===== src/rtl/sfrd_pkg.sv =====
package sfrd_pkg;

    typedef enum logic [2:0] {
        PH_IDLE  = 3'd0,
        PH_SETUP = 3'd1,
        PH_OE    = 3'd2,
        PH_READ  = 3'd3,
        PH_DROP  = 3'd4,
        PH_HOLD  = 3'd5
    } phase_e;

    typedef struct packed {
        logic cs;
        logic oe;
        logic rd;
    } strobe_t;

    // Bus strobe levels for each phase of the read sequence.
    function automatic strobe_t strobes_of(phase_e p);
        strobe_t s;
        s = '0;
        case (p)
            PH_SETUP: s = '{cs: 1'b1, oe: 1'b0, rd: 1'b0};
            PH_OE:    s = '{cs: 1'b1, oe: 1'b1, rd: 1'b0};
            PH_READ:  s = '{cs: 1'b1, oe: 1'b1, rd: 1'b1};
            PH_DROP:  s = '{cs: 1'b1, oe: 1'b1, rd: 1'b0};
            PH_HOLD:  s = '{cs: 1'b1, oe: 1'b0, rd: 1'b0};
            default:  s = '0;
        endcase
        return s;
    endfunction

endpackage


===== src/rtl/sfrd_timer.sv =====
module sfrd_timer #(
    parameter int TW = 2
) (
    input  logic          clk,
    input  logic          rst,
    input  logic          load,
    input  logic [TW-1:0] val,
    output logic          zero
);
    logic [TW-1:0] cnt;

    always_ff @(posedge clk) begin
        if (rst)
            cnt <= '0;
        else if (load)
            cnt <= val;
        else if (cnt != '0)
            cnt <= cnt - 1'b1;
    end

    assign zero = (cnt == '0);
endmodule


===== src/rtl/sfrd_capture.sv =====
module sfrd_capture #(
    parameter int DW = 8,
    parameter int CW = 8
) (
    input  logic          clk,
    input  logic          rst,
    input  logic          start,
    input  logic [CW-1:0] len,
    input  logic          take,
    input  logic [DW-1:0] data,
    output logic          last,
    output logic [CW-1:0] got,
    output logic          vld,
    output logic [DW-1:0] dat
);
    logic [CW-1:0] left;

    always_ff @(posedge clk) begin
        if (rst) begin
            left <= '0;
            got  <= '0;
            vld  <= 1'b0;
            dat  <= '0;
        end else begin
            vld <= take;
            if (start) begin
                left <= len;
                got  <= '0;
            end else if (take) begin
                left <= left - 1'b1;
                got  <= got + 1'b1;
                dat  <= data;
            end
        end
    end

    assign last = (left == CW'(1));
endmodule


===== src/rtl/sfifo_rd_seq.sv =====
module sfifo_rd_seq #(
    parameter int AW        = 6,
    parameter int DW        = 8,
    parameter int CW        = 8,
    parameter int SETUP_CYC = 2,
    parameter int HOLD_CYC  = 2
) (
    input  logic          clk,
    input  logic          rst,
    input  logic          req_valid,
    output logic          req_ready,
    input  logic [AW-1:0] req_addr,
    input  logic [CW-1:0] req_len,
    output logic [AW-1:0] bus_addr,
    output logic          bus_cs,
    output logic          bus_oe,
    output logic          bus_rd,
    input  logic          bus_empty,
    input  logic [DW-1:0] bus_data,
    output logic          word_valid,
    output logic [DW-1:0] word_data,
    output logic          done,
    output logic          done_short,
    output logic [CW-1:0] done_words
);
    import sfrd_pkg::*;

    localparam int TMAX = (SETUP_CYC > HOLD_CYC) ? SETUP_CYC : HOLD_CYC;
    localparam int TW   = $clog2(TMAX + 1);

    phase_e        ph, ph_nx;
    strobe_t       stb;
    logic          accept, take, last;
    logic          tmr_load, tmr_zero;
    logic [TW-1:0] tmr_val;

    assign accept = (ph == PH_IDLE) && req_valid && (req_len != '0);
    assign take   = (ph == PH_READ) && !bus_empty;

    always_comb begin
        ph_nx    = ph;
        tmr_load = 1'b0;
        tmr_val  = '0;
        case (ph)
            PH_IDLE: if (accept) begin
                ph_nx    = PH_SETUP;
                tmr_load = 1'b1;
                tmr_val  = TW'(SETUP_CYC - 1);
            end
            PH_SETUP: if (tmr_zero) ph_nx = PH_OE;
            PH_OE:    ph_nx = PH_READ;
            PH_READ:  if (bus_empty || last) ph_nx = PH_DROP;
            PH_DROP: begin
                ph_nx    = PH_HOLD;
                tmr_load = 1'b1;
                tmr_val  = TW'(HOLD_CYC - 1);
            end
            PH_HOLD:  if (tmr_zero) ph_nx = PH_IDLE;
            default:  ph_nx = PH_IDLE;
        endcase
    end

    always_ff @(posedge clk) begin
        if (rst) begin
            ph         <= PH_IDLE;
            bus_addr   <= '0;
            done       <= 1'b0;
            done_short <= 1'b0;
        end else begin
            ph   <= ph_nx;
            done <= (ph == PH_HOLD) && tmr_zero;
            if (accept) begin
                bus_addr   <= req_addr;
                done_short <= 1'b0;
            end else if ((ph == PH_READ) && bus_empty) begin
                done_short <= 1'b1;
            end
        end
    end

    sfrd_timer #(.TW(TW)) u_timer (
        .clk  (clk),
        .rst  (rst),
        .load (tmr_load),
        .val  (tmr_val),
        .zero (tmr_zero)
    );

    sfrd_capture #(.DW(DW), .CW(CW)) u_cap (
        .clk   (clk),
        .rst   (rst),
        .start (accept),
        .len   (req_len),
        .take  (take),
        .data  (bus_data),
        .last  (last),
        .got   (done_words),
        .vld   (word_valid),
        .dat   (word_data)
    );

    assign stb       = strobes_of(ph);
    assign bus_cs    = stb.cs;
    assign bus_oe    = stb.oe;
    assign bus_rd    = stb.rd;
    assign req_ready = (ph == PH_IDLE);
endmodule


===== config.mk =====
export PLATFORM = sky130hd
export DESIGN_NAME = sfifo_rd_seq
export DESIGN_NICKNAME = d
export VERILOG_FILES = /design/src/rtl/sfrd_pkg.sv /design/src/rtl/sfrd_timer.sv /design/src/rtl/sfrd_capture.sv /design/src/rtl/sfifo_rd_seq.sv
export SDC_FILE = /design/constraint.sdc
export NUM_CORES = 1
export LEC_CHECK = 0
export BUFFER_PORTS_ARGS = -buffer_cell sky130_fd_sc_hd__buf_4
export CORE_MARGIN = 4
export CORE_UTILIZATION = 40
export CTS_CLUSTER_DIAMETER = 150
export DETAILED_ROUTE_END_ITERATION = 12
export MAX_ROUTING_LAYER = met4
export PLACE_DENSITY = 0.69
export SYNTH_ARGS = -nofsm -noshare
export SYNTH_HDL_FRONTEND = slang
export SYNTH_SLANG_ARGS = --single-unit

===== constraint.sdc =====
create_clock -name clk -period 3.35 [get_ports clk]
set_input_delay 0.1675 -clock clk [delete_from_list [all_inputs] [get_ports clk]]
set_output_delay 0.1675 -clock clk [all_outputs]
set_load 0.03 [all_outputs]

## Yosys cells after proc, flatten, opt, wreduce, memory -nomap -nowiden

Index checks and enable logic that the tools add are counted.

- Add/sub/neg operators: 3
- Multiply operators: 0
- Div/mod/pow operators: 0
- Magnitude comparators: 0
- Equality and inequality tests: 10
- Shift-type cells: 0
- Muxes and demuxes: 14
- Bitwise gates (word level): 1
- Reductions and logical operators: 18

Operators with widths:

| operator | number |
|---|---|
| $pmux 3 s6 | 1 |
| $mux 8 | 2 |
| $mux 3 | 4 |
| $pmux 3 s3 | 1 |
| $add 8x1->8 const B | 1 |
| $eq 8x1->1 const B | 1 |
| $reduce_bool 8->1 | 1 |
| $sub 8x1->8 const B | 1 |
| $eq 3x2->1 const B | 2 |
| $eq 3x3->1 const B | 2 |
| $ne 2x2->1 const B | 3 |
| $reduce_bool 2->1 | 3 |
| $reduce_or 2->1 | 3 |
| $logic_and 1x1->1 | 5 |
| $mux 2 | 2 |
| $pmux 1 s2 | 2 |
| $reduce_and 4->1 | 1 |
| $eq 3x1->1 const B | 1 |
| $logic_not 3->1 | 1 |
| $logic_not 2->1 | 1 |
| $mux 1 | 2 |
| $ne 2x1->1 const B | 1 |
| $reduce_and 2->1 | 1 |
| $sub 2x1->2 const B | 1 |
| other kinds (3) | 3 |

- Bits in registers: 38
- Latch bits: 0
- Memory bits (writable): 0
- Memory bits (read-only): 0
- Input port bits: 26
- Output and inout port bits: 29
- Memories kept: 0

## Depth between registers and ports, before layout

Gate-level depths: netlist of the first run.

- Word-level depth: 6
- Depth in mapped cells: 6
- Gate-level depth less buffers: 6

## Cells and area by module

Synthesis of the first run repeated with hierarchy kept, for this count alone.

- Cells, all modules: 203
- Area total of the unflattened synthesis: 1,789.2 µm²

By module, submodules not included:

| module | instances | cells each | area an instance (µm²) | seq. area each (µm²) |
|---|---|---|---|---|
| sfrd_capture | 1 | 133 | 1,117.3 | 500.5 |
| sfifo_rd_seq | 1 | 58 | 550.5 | 220.2 |
| sfrd_timer | 1 | 12 | 121.4 | 40.0 |

## Worst setup path before layout of the first run

No wires, ideal clock.

- Path type: register to output
- Start point: register ph[0]
- End point: output bus_cs
- Arrival time: 1.599 ns
- Required time: 3.182 ns
- Slack: 1.584 ns
- Cell stages (with the launch flop): 4
- Path buffers: 1
- Cells stage by stage: dfxtp_1 buf_2 nor3_1 a21oi_1

- Cells in the longest elaborated chain, start to end: 3

Ends and longest elaborated chain:

| what | RTL line | source |
|---|---|---|
| start: declaration | sfifo_rd_seq.sv:31 | `phase_e ph, ph_nx;` |
| start signal: assignment | sfifo_rd_seq.sv:70 | `ph <= ph_nx;` |
| $eq 3x3->1, or another cell as far along | sfrd_pkg.sv:22 | `case (p)` |
| $reduce_or 2->1 (no line) | - |  |
| $pmux 3 s3 * | sfrd_pkg.sv:22 |  |
| end: declaration | sfifo_rd_seq.sv:15 | `output logic bus_cs,` |

Every way passes the cells marked *; elsewhere a longest branch is shown, timed or not.

## Worst setup path in the final report of the first run

- Start point: register ph[1]
- End point: register u_cap.left[6]

- Cells in the longest elaborated chain, start to end: 4

Ends and longest elaborated chain:

| what | RTL line | source |
|---|---|---|
| $logic_not 3->1 | sfifo_rd_seq.sv:37 | `assign accept = (ph == PH_IDLE) && req_valid && (req_len != '0);` |
| $logic_and 1x1->1 (2 in a row) | sfifo_rd_seq.sv:37 |  |
| $mux 8 / $reduce_bool 2->1 (equally long branches) | - |  |
| end signal: assignment | sfrd_capture.sv:27 | `left <= len;` |
| end signal: assignment | sfrd_capture.sv:30 | `left <= left - 1'b1;` |
| end: declaration | sfrd_capture.sv:16 | `logic [CW-1:0] left;` |

Several ways; a longest one is shown, not always the timed one.
A chain may end at the register's enable or synchronous reset.

==> report_table.html, run 1 <==
<table>
<tr><th>Metric</th><th>Value</th></tr>
<tr><th colspan="2">Run status</th></tr>
<tr><td>Run status</td><td>finished clean</td></tr>
<tr><th colspan="2">Logic synthesis</th></tr>
<tr><td>Post-Syn Area</td><td>1750 um2</td></tr>
<tr><td>Post-Syn Instances</td><td>210</td></tr>
<tr><td>Number of distinct library cells after synthesis</td><td>40</td></tr>
<tr><td>Synth top area share</td><td>a little over two fifths</td></tr>
<tr><td>Post-synthesis net count</td><td>240</td></tr>
<tr><td>#FFs+latches synth</td><td>38</td></tr>
<tr><td>Sequential fraction of the synthesis area</td><td>43.5%</td></tr>
<tr><td>Count of synthesis-stage warnings from yosys</td><td>0</td></tr>
<tr><td>Cell types with the largest area share after synthesis</td><td>sky130_fd_sc_hd__dfxtp_1, sky130_fd_sc_hd__nand2_1, sky130_fd_sc_hd__a21oi_1, sky130_fd_sc_hd__nor2_1, sky130_fd_sc_hd__ha_1</td></tr>
<tr><td>Largest area contributor in the synthesized netlist</td><td>sky130_fd_sc_hd__dfxtp_1</td></tr>
<tr><td>Syn avg cell area</td><td>8.33 um2</td></tr>
<tr><th colspan="2">Clock network</th></tr>
<tr><td>Clock network latency to the later pin of the worst-skew pair</td><td>between 0.2 and 0.3 ns</td></tr>
<tr><td>Clock tree from TritonCTS</td><td>built</td></tr>
<tr><td>Post-cts resize count</td><td>0</td></tr>
<tr><td>Root buffer cell</td><td>sky130_fd_sc_hd__clkbuf_8</td></tr>
<tr><td>Clock transition at the register clock pins on the worst setup and hold paths after CTS</td><td>0.07 ns</td></tr>
<tr><td>Count of hold-fix buffers inserted at cts</td><td>0</td></tr>
<tr><td>Number of buffers on the longest clock path</td><td>2</td></tr>
<tr><td>Number of sinks handled by clock tree synthesis</td><td>38</td></tr>
<tr><td>Total clock buffers created by CTS</td><td>5</td></tr>
<tr><td>H-Tree Level Count</td><td>2</td></tr>
<tr><td>Post-CTS setup buffer count</td><td>0</td></tr>
<tr><th colspan="2">STA</th></tr>
<tr><td>Unrepaired setup endpoints after global routing</td><td>no</td></tr>
<tr><td>Fin Hold WS</td><td>0.113 ns</td></tr>
<tr><td>Worst setup skew after layout</td><td>0.00341 ns</td></tr>
<tr><td>Tcrit/Tclk final</td><td>between 60% and 70%</td></tr>
<tr><td>Highest Clock Rate</td><td>483 MHz</td></tr>
<tr><td>Min Clock Period, post-route</td><td>2.07 ns</td></tr>
<tr><td>Max-slew violation total from the final report</td><td>0</td></tr>
<tr><td>Setup TNS Final</td><td>0 ns</td></tr>
<tr><td>Slew HR</td><td>42.1%</td></tr>
<tr><td>Worst Tran Pin Value</td><td>between 0.8 and 0.9 ns</td></tr>
<tr><td>Total setup violations reported at the end of the flow</td><td>0</td></tr>
<tr><td>Final hold viol count</td><td>0</td></tr>
<tr><th colspan="2">Critical path</th></tr>
<tr><td>Number of cell instances on the worst register-to-register path</td><td>4</td></tr>
<tr><td>Type of the worst setup path</td><td>register to register</td></tr>
<tr><td>Req. time, crit path</td><td>3.58 ns</td></tr>
<tr><td>Reg2Reg Capture Point</td><td>u_cap.left[6]$_SDFFE_PP0P_</td></tr>
<tr><td>Launching instance or port of the critical path</td><td>ph[1]$_SDFFE_PP0P_</td></tr>
<tr><td>Launching element type of the critical path</td><td>register</td></tr>
<tr><td>Worst setup path end</td><td>u_cap.left[6]$_SDFFE_PP0P_</td></tr>
<tr><td>Startpoint of the lowest-slack register-to-register path</td><td>ph[1]$_SDFFE_PP0P_</td></tr>
<tr><td>Data arrival, critical path</td><td>2.30 ns</td></tr>
<tr><td>Critical-path maximum fanout</td><td>20</td></tr>
<tr><td>CP Capture Type</td><td>register</td></tr>
<tr><td>Worst reg2reg setup slack</td><td>1.28 ns</td></tr>
<tr><th colspan="2">Die</th></tr>
<tr><td>Die height</td><td>74.1 um</td></tr>
<tr><td>CORE AREA</td><td>4120 um2</td></tr>
<tr><td>Effective utilization at floorplan</td><td>42.5%</td></tr>
<tr><td>Width of the die</td><td>~74 um</td></tr>
<tr><td>Floorplan die area</td><td>5500 um2</td></tr>
<tr><td>Boundary pin count</td><td>55</td></tr>
<tr><td>Site Rows</td><td>23</td></tr>
<tr><th colspan="2">Finish</th></tr>
<tr><td>Final-stage net count</td><td>289</td></tr>
<tr><td>Share of layout cells above drive strength 1</td><td>29.6%</td></tr>
<tr><td>Most common cell after layout, fill and taps aside</td><td>sky130_fd_sc_hd__buf_4</td></tr>
<tr><td>N_diodes</td><td>0</td></tr>
<tr><td>Area Overhead vs Synth</td><td>29.3%</td></tr>
<tr><td>Commonest cells after routing, fill and taps aside</td><td>sky130_fd_sc_hd__buf_4, sky130_fd_sc_hd__nand2_1, sky130_fd_sc_hd__dfxtp_1, sky130_fd_sc_hd__a21oi_1, sky130_fd_sc_hd__nor2_1</td></tr>
<tr><th colspan="2">Routing</th></tr>
<tr><td>Number of detailed-routing iterations run before antenna repair</td><td>4</td></tr>
<tr><td>Count of antenna-violating nets left after detailed routing</td><td>0</td></tr>
<tr><td>Final wirelength</td><td>a little under 4000 um</td></tr>
<tr><td>Iteration-0 DRC count of the detailed router</td><td>slightly below 80</td></tr>
<tr><td>Via count normalized by instance count</td><td>5.12</td></tr>
<tr><td>DRC viols</td><td>0</td></tr>
<tr><td>Routed wire per std cell</td><td>12.8 um</td></tr>
<tr><td>Total number of vias</td><td>1588</td></tr>
<tr><th colspan="2">Placed design</th></tr>
<tr><td>Count of port buffers added during placement</td><td>54</td></tr>
<tr><td>HPWL after detailed placement</td><td>2830 um</td></tr>
<tr><td>Routability congestion estimate</td><td>~0.9</td></tr>
<tr><th colspan="2">GRT</th></tr>
<tr><td>All-Layer GR Usage</td><td>15.3%</td></tr>
<tr><td>Remaining global-route overflow</td><td>0</td></tr>
<tr><td>Wire length of the first global-routing pass</td><td>between 6000 and 7000 um</td></tr>
<tr><td>Number of antenna violations at the first check in global routing</td><td>0</td></tr>
<tr><td>Largest net degree at the start of global routing</td><td>30</td></tr>
<tr><td>Via count of the first global-routing pass</td><td>1378</td></tr>
<tr><th colspan="2">Min path</th></tr>
<tr><td>Hold Path Class</td><td>input pin to register</td></tr>
<tr><th colspan="2">Power and ir drop</th></tr>
<tr><td>Post-layout total power</td><td>1350 uW</td></tr>
<tr><td>Maximum resistive drop on vdd</td><td>0.234 mV</td></tr>
<tr><td>Power density normalized to cell area</td><td>596 nW/um2</td></tr>
<tr><td>Leak</td><td>0.000900 uW</td></tr>
<tr><th colspan="2">Job</th></tr>
<tr><td>Max Cap Violations</td><td>0</td></tr>
</table>
## cell type report
cell class	count	area [um2]
clock inverters	3	40.0
multi-input cells	153	898
fillers	405	1850
clock buffers	5	68.8
inverters	7	26.3
well taps	50	62.6
flip-flops and latches	38	761
repair buffers	54	405
## registers in the layout, summed over array words and instances, names as in the netlist
signal       count
u_cap.got        8
u_timer.cnt      2
bus_addr         6
ph               3
done_short       1
u_cap.vld        1
done             1
u_cap.dat        8
u_cap.left       8
## synth_stat cells, drive strengths merged
| master | number |
|---|---|
| a211oi | 1 |
| a21o | 1 |
| a21oi | 26 |
| a221oi | 1 |
| a22oi | 2 |
| a2bb2oi | 1 |
| a31oi | 6 |
| and2 | 1 |
| and3 | 1 |
| and4bb | 1 |
| buf | 8 |
| clkbuf | 4 |
| dfxtp | 38 |
| ha | 4 |
| inv | 7 |
| nand2 | 43 |
| nand2b | 2 |
| nand3 | 11 |
| nand4 | 3 |
| nand4bb | 1 |
| nor2 | 15 |
| nor2b | 1 |
| nor3 | 8 |
| nor3b | 3 |
| nor4 | 1 |
| nor4b | 1 |
| o21a | 1 |
| o21ai | 4 |
| o22ai | 1 |
| o31ai | 1 |
| or2 | 2 |
| or4 | 2 |
| xnor2 | 4 |
| xor2 | 4 |
## cells by family (layout without fill, tap and decap cells)
logic type	count (synthesis)	after routing	synth area share (%)
simple gates	96	96	28.0
compound gates	45	45	16.5
flops	38	38	43.5
buf+inv	19	69	5.15
xor+xnor	8	8	4.01
fa+ha+maj	4	4	2.86
## worst min path at each step
stage / start / end / cells past startpoint
3_5_place_dp: req_addr[0] / bus_addr[0]$_SDFFE_PP0P_ / 3
4_1_cts: bus_data[0] / u_cap.dat[0]$_SDFFE_PP0P_ / 3
6_report: req_addr[4] / bus_addr[4]$_SDFFE_PP0P_ / 3
3_3_place_gp: bus_data[0] / u_cap.dat[0]$_SDFFE_PP0P_ / 3
2_1_floorplan: req_addr[0] / bus_addr[0]$_SDFFE_PP0P_ / 2
5_1_grt: bus_data[0] / u_cap.dat[0]$_SDFFE_PP0P_ / 3
## metal layers
metal,GRT usage [%],share of wire [%],vias to the layer above
met2,21.5,41,60
met1,20.7,49,702
met4,4.83,1.3,0
met3,5.00,8.6,6
li1,-,-,820
met5,-,0,-
## stage by stage
stage	instances	cell area (um2)	setup slack (ns)	util, %
3_3_place_gp	302	2150	1.34	52.3
6_report	310	2260	1.28	55.0
2_1_floorplan	210	1750	1.58	-
3_5_place_dp	302	2150	1.27	52.3
5_1_grt	310	2260	1.07	55.0
4_1_cts	310	2260	1.24	55.0
## critical path: stages, from the launching register on
cell and delay, ns:
sky130_fd_sc_hd__dfxtp_1 0.52, sky130_fd_sc_hd__nand4bb_1 0.74, sky130_fd_sc_hd__nor3_1 0.47, sky130_fd_sc_hd__a22oi_1 0.14, sky130_fd_sc_hd__a21oi_2 0.14
## where the power goes
group	total [uW]	switching [uW]	internal (uW)
registers	551	49.7	501
clock network	384	165	219
logic	413	248	165
total	1350	463	885
No activity file was read; power rests on OpenSTA's default activity.
==> inputs of run 2 (changes only) <==
--- a/config.mk
+++ b/config.mk
@@ -11,7 +11,7 @@
 export CTS_CLUSTER_DIAMETER = 150
 export DETAILED_ROUTE_END_ITERATION = 12
 export MAX_ROUTING_LAYER = met4
-export PLACE_DENSITY = 0.69
+export PLACE_DENSITY = 0.72
 export SYNTH_ARGS = -nofsm -noshare
 export SYNTH_HDL_FRONTEND = slang
 export SYNTH_SLANG_ARGS = --single-unit
==> constraint.sdc (replaced) <==
create_clock -name clk -period 1.9 [get_ports clk]
set_input_delay 0.095 -clock clk [delete_from_list [all_inputs] [get_ports clk]]
set_output_delay 0.095 -clock clk [all_outputs]
set_load 0.03 [all_outputs]
==> report_table.html, run 2 (synthesized netlist as in run 1, its figures left out) <==
<table>
<tr><th>Metric</th><th>Value</th></tr>
<tr><th colspan="2">Finish</th></tr>
<tr><td>Area Overhead vs Synth</td><td>32.8% (was 29.3%)</td></tr>
<tr><td>Largest registers ranked by flip-flop count</td><td>u_cap.dat x8, u_cap.got x8, u_cap.left x8 (unchanged)</td></tr>
<tr><td>Most common cell after layout, fill and taps aside</td><td>sky130_fd_sc_hd__buf_4 (unchanged)</td></tr>
<tr><td>Share of layout cells above drive strength 1</td><td>31.7% (was 29.6%)</td></tr>
<tr><td>Final-stage net count</td><td>297 (was 289)</td></tr>
<tr><td>Commonest cells after routing, fill and taps aside</td><td>sky130_fd_sc_hd__buf_4, sky130_fd_sc_hd__nand2_1, sky130_fd_sc_hd__dfxtp_1, sky130_fd_sc_hd__a21oi_1, sky130_fd_sc_hd__nor2_1 (unchanged)</td></tr>
<tr><td>Number of non-filler instances in the completed layout</td><td>318 (was 310)</td></tr>
<tr><td>End-of-flow core utilization</td><td>56.5% (was 55.0%)</td></tr>
<tr><td>N_diodes</td><td>0 (unchanged)</td></tr>
<tr><th colspan="2">Critical path</th></tr>
<tr><td>Launching element type of the critical path</td><td>register (unchanged)</td></tr>
<tr><td>Worst reg2reg setup slack</td><td>0.31 ns (was 1.28 ns)</td></tr>
<tr><td>Largest stage delay on the critical path</td><td>0.49 ns (was 0.74 ns)</td></tr>
<tr><td>Worst-path cell with the longest stage delay</td><td>sky130_fd_sc_hd__dfxtp_1 (was sky130_fd_sc_hd__nand4bb_1)</td></tr>
<tr><td>Reg2Reg Capture Point</td><td>u_cap.left[7]$_SDFFE_PP0P_ (was u_cap.left[6]$_SDFFE_PP0P_)</td></tr>
<tr><td>Startpoint of the lowest-slack register-to-register path</td><td>ph[0]$_SDFFE_PP0P_ (was ph[1]$_SDFFE_PP0P_)</td></tr>
<tr><td>Type of the worst setup path</td><td>register to output port (was register to register)</td></tr>
<tr><td>Req. time, crit path</td><td>1.80 ns (was 3.58 ns)</td></tr>
<tr><td>List of cells traversed by the critical path</td><td>buf_4, nand2_1, or2_2, o21ai_0, buf_4 (was nand4bb_1, nor3_1, a22oi_1, a21oi_2)</td></tr>
<tr><td>Critical-path maximum fanout</td><td>7 (was 20)</td></tr>
<tr><td>Data arrival, critical path</td><td>1.62 ns (was 2.30 ns)</td></tr>
<tr><td>Critical path's most frequent cell</td><td>sky130_fd_sc_hd__buf_4</td></tr>
<tr><td>Number of cell instances on the worst register-to-register path</td><td>4 (unchanged)</td></tr>
<tr><td>Buf/Inv on CP</td><td>2 (was 0)</td></tr>
<tr><td>CP Capture Type</td><td>output port (was register)</td></tr>
<tr><td>CP top delay family</td><td>flip-flops (was simple AND/OR/NAND/NOR gates)</td></tr>
<tr><th colspan="2">STA</th></tr>
<tr><td>Final hold viol count</td><td>0 (unchanged)</td></tr>
<tr><td>Worst Tran Pin Value</td><td>0.445 ns (was 0.863 ns)</td></tr>
<tr><td>Worst setup skew after layout</td><td>0.00494 ns (was 0.00341 ns)</td></tr>
<tr><td>Setup TNS Final</td><td>0 ns (unchanged)</td></tr>
<tr><td>Slew HR</td><td>70.0% (was 42.1%)</td></tr>
<tr><td>Tcrit/Tclk final</td><td>roughly nine tenths</td></tr>
<tr><td>Final worst slack</td><td>0.188 ns (was 1.28 ns)</td></tr>
<tr><td>Max-slew violation total from the final report</td><td>0 (unchanged)</td></tr>
<tr><td>Highest Clock Rate</td><td>just under 600 MHz</td></tr>
<tr><td>Total setup violations reported at the end of the flow</td><td>0 (unchanged)</td></tr>
<tr><td>Min Clock Period, post-route</td><td>approximately 1.7 ns</td></tr>
<tr><td>Fin Hold WS</td><td>0.0529 ns (was 0.113 ns)</td></tr>
<tr><td>Unrepaired setup endpoints after global routing</td><td>no (unchanged)</td></tr>
<tr><th colspan="2">GRT</th></tr>
<tr><td>Number of antenna violations at the first check in global routing</td><td>0 (unchanged)</td></tr>
<tr><td>Largest net degree at the start of global routing</td><td>30 (unchanged)</td></tr>
<tr><td>All-Layer GR Usage</td><td>15.6% (was 15.3%)</td></tr>
<tr><td>Remaining global-route overflow</td><td>0 (unchanged)</td></tr>
<tr><td>Wire length of the first global-routing pass</td><td>6430 um (was 6270 um)</td></tr>
<tr><td>Via count of the first global-routing pass</td><td>1421 (was 1378)</td></tr>
<tr><th colspan="2">Routing</th></tr>
<tr><td>Iteration-0 DRC count of the detailed router</td><td>118 (was 78)</td></tr>
<tr><td>Via count normalized by instance count</td><td>5.05 (was 5.12)</td></tr>
<tr><td>Final wirelength</td><td>3940 um (was 3960 um)</td></tr>
<tr><td>Total number of vias</td><td>1605 (was 1588)</td></tr>
<tr><td>Number of detailed-routing iterations run before antenna repair</td><td>4 (unchanged)</td></tr>
<tr><td>Routed wire per std cell</td><td>12.4 um (was 12.8 um)</td></tr>
<tr><td>DRC viols</td><td>0 (unchanged)</td></tr>
<tr><td>Count of antenna-violating nets left after detailed routing</td><td>0 (unchanged)</td></tr>
<tr><th colspan="2">Power and ir drop</th></tr>
<tr><td>Power density normalized to cell area</td><td>1020 nW/um2 (was 596 nW/um2)</td></tr>
<tr><td>Leak</td><td>0.000938 uW (was 0.000900 uW)</td></tr>
<tr><td>Fraction of power consumed by the clock network</td><td>26.7% (was 28.5%)</td></tr>
<tr><td>Switch share</td><td>33.8% (was 34.4%)</td></tr>
<tr><td>Portion of total power attributed to sequential cells</td><td>41.2% (was 40.9%)</td></tr>
<tr><td>Maximum resistive drop on vdd</td><td>0.674 mV (was 0.234 mV)</td></tr>
<tr><td>P_int</td><td>1570 uW (was 885 uW)</td></tr>
<tr><td>Proportion of power drawn by combinational gates</td><td>32.1% (was 30.7%)</td></tr>
<tr><td>Power dissipated by switching net loads</td><td>800 uW (was 463 uW)</td></tr>
<tr><th colspan="2">Clock network</th></tr>
<tr><td>H-Tree Level Count</td><td>2 (unchanged)</td></tr>
<tr><td>Clock network latency to the later pin of the worst-skew pair</td><td>0.28 ns (was 0.29 ns)</td></tr>
<tr><td>Post-cts resize count</td><td>0 (unchanged)</td></tr>
<tr><td>Post-CTS setup buffer count</td><td>0 (unchanged)</td></tr>
<tr><td>Total clock buffers created by CTS</td><td>5 (unchanged)</td></tr>
<tr><td>Number of buffers on the longest clock path</td><td>2 (unchanged)</td></tr>
<tr><td>Root buffer cell</td><td>sky130_fd_sc_hd__clkbuf_8 (unchanged)</td></tr>
<tr><td>Count of hold-fix buffers inserted at cts</td><td>0 (unchanged)</td></tr>
<tr><td>Clock transition at the register clock pins on the worst setup and hold paths after CTS</td><td>0.07 ns (about the same)</td></tr>
<tr><td>Clock tree from TritonCTS</td><td>built (unchanged)</td></tr>
<tr><td>Number of sinks handled by clock tree synthesis</td><td>38 (unchanged)</td></tr>
<tr><th colspan="2">Min path</th></tr>
<tr><td>Hold Path Class</td><td>input pin to register (unchanged)</td></tr>
<tr><td>Hold path start</td><td>req_addr[5] (was req_addr[4])</td></tr>
<tr><td>Endpoint, Worst Hold</td><td>bus_addr[5]$_SDFFE_PP0P_ (was bus_addr[4]$_SDFFE_PP0P_)</td></tr>
<tr><td>Worst Hold Depth</td><td>3 (unchanged)</td></tr>
<tr><th colspan="2">Run status</th></tr>
<tr><td>Run status</td><td>finished clean (unchanged)</td></tr>
<tr><th colspan="2">Placed design</th></tr>
<tr><td>Worst Setup Slack post-DPL</td><td>0.298 ns (was 1.27 ns)</td></tr>
<tr><td>HPWL after detailed placement</td><td>3010 um (was 2830 um)</td></tr>
<tr><td>Number of placed cells counting well taps</td><td>310 (was 302)</td></tr>
<tr><td>Count of port buffers added during placement</td><td>54 (unchanged)</td></tr>
<tr><td>Routability congestion estimate</td><td>0.860 (was 0.882)</td></tr>
<tr><th colspan="2">Die</th></tr>
<tr><td>Effective utilization at floorplan</td><td>42.5% (unchanged)</td></tr>
<tr><td>CORE AREA</td><td>4120 um2 (unchanged)</td></tr>
<tr><td>Boundary pin count</td><td>55 (unchanged)</td></tr>
<tr><td>Die height</td><td>74.1 um (unchanged)</td></tr>
<tr><td>Site Rows</td><td>23 (unchanged)</td></tr>
<tr><td>Width of the die</td><td>74.1 um (unchanged)</td></tr>
<tr><td>Floorplan die area</td><td>5500 um2 (unchanged)</td></tr>
<tr><th colspan="2">Job</th></tr>
<tr><td>Max Cap Violations</td><td>0 (unchanged)</td></tr>
</table>
## run 2: cell count changes in the layout (fill, tap and decap cells not counted), sizes merged
cell and change:
bufinv -1, buf +8, clkbuf +3, clkinv -2
## run 2: final cells by class
type / count / area, um2
Fill cell: 398 / 1790
Tap cell: 50 / 62.6
Timing Repair Buffer: 62 / 465
Sequential cell: 38 / 761
Inverter: 7 / 26.3
Clock buffer: 8 / 110
Multi-Input combinational cell: 153 / 898
## run 2: worst max-delay path by stage
stage | start | to | slack (ns) | cells past startpoint
2_1_floorplan | ph[1]$_SDFFE_PP0P_ | ph[2]$_SDFFE_PP0P_ | 0.17 | 5
4_1_cts | ph[2]$_SDFFE_PP0P_ | bus_oe | 0.18 | 5
5_1_grt | ph[2]$_SDFFE_PP0P_ | bus_oe | 0.11 | 5
3_5_place_dp | req_len[4] | u_cap.left[7]$_SDFFE_PP0P_ | 0.30 | 6
6_report | ph[2]$_SDFFE_PP0P_ | bus_oe | 0.19 | 5
3_3_place_gp | req_len[0] | u_cap.left[3]$_SDFFE_PP0P_ | 0.33 | 6
## run 2: through the flow
stage / total power, uW / area, um2
2_1_floorplan: 1520 / 1750
3_3_place_gp: 1740 / 2210
3_5_place_dp: 1750 / 2210
4_1_cts: 2390 / 2320
5_1_grt: 2520 / 2320
6_report: 2370 / 2320
## run 2: worst reg2reg max path: stages, from the launching register on
cell and delay, ns:
sky130_fd_sc_hd__dfxtp_1 0.51, sky130_fd_sc_hd__and4bb_2 0.43, sky130_fd_sc_hd__nand3_1 0.13, sky130_fd_sc_hd__or2_2 0.30, sky130_fd_sc_hd__a31oi_1 0.15
## run 2: power by group through the flow
stage,clock (uW),sequential [uW],combinational (uW)
finish,633,975,760
global route,700,984,838
CTS,653,973,764
detailed placement,0,990,760
global placement,0,989,753
floorplan,0,998,523
## run 2: routing by layer
| layer | vias to the layer above | share of wire (%) | track usage, % |
|---|---|---|---|
| met5 | - | 0 | - |
| met4 | 0 | 0.41 | 3.62 |
| met3 | 2 | 7.8 | 4.86 |
| met2 | 57 | 43 | 21.2 |
| met1 | 713 | 49 | 22.4 |
| li1 | 833 | - | - |
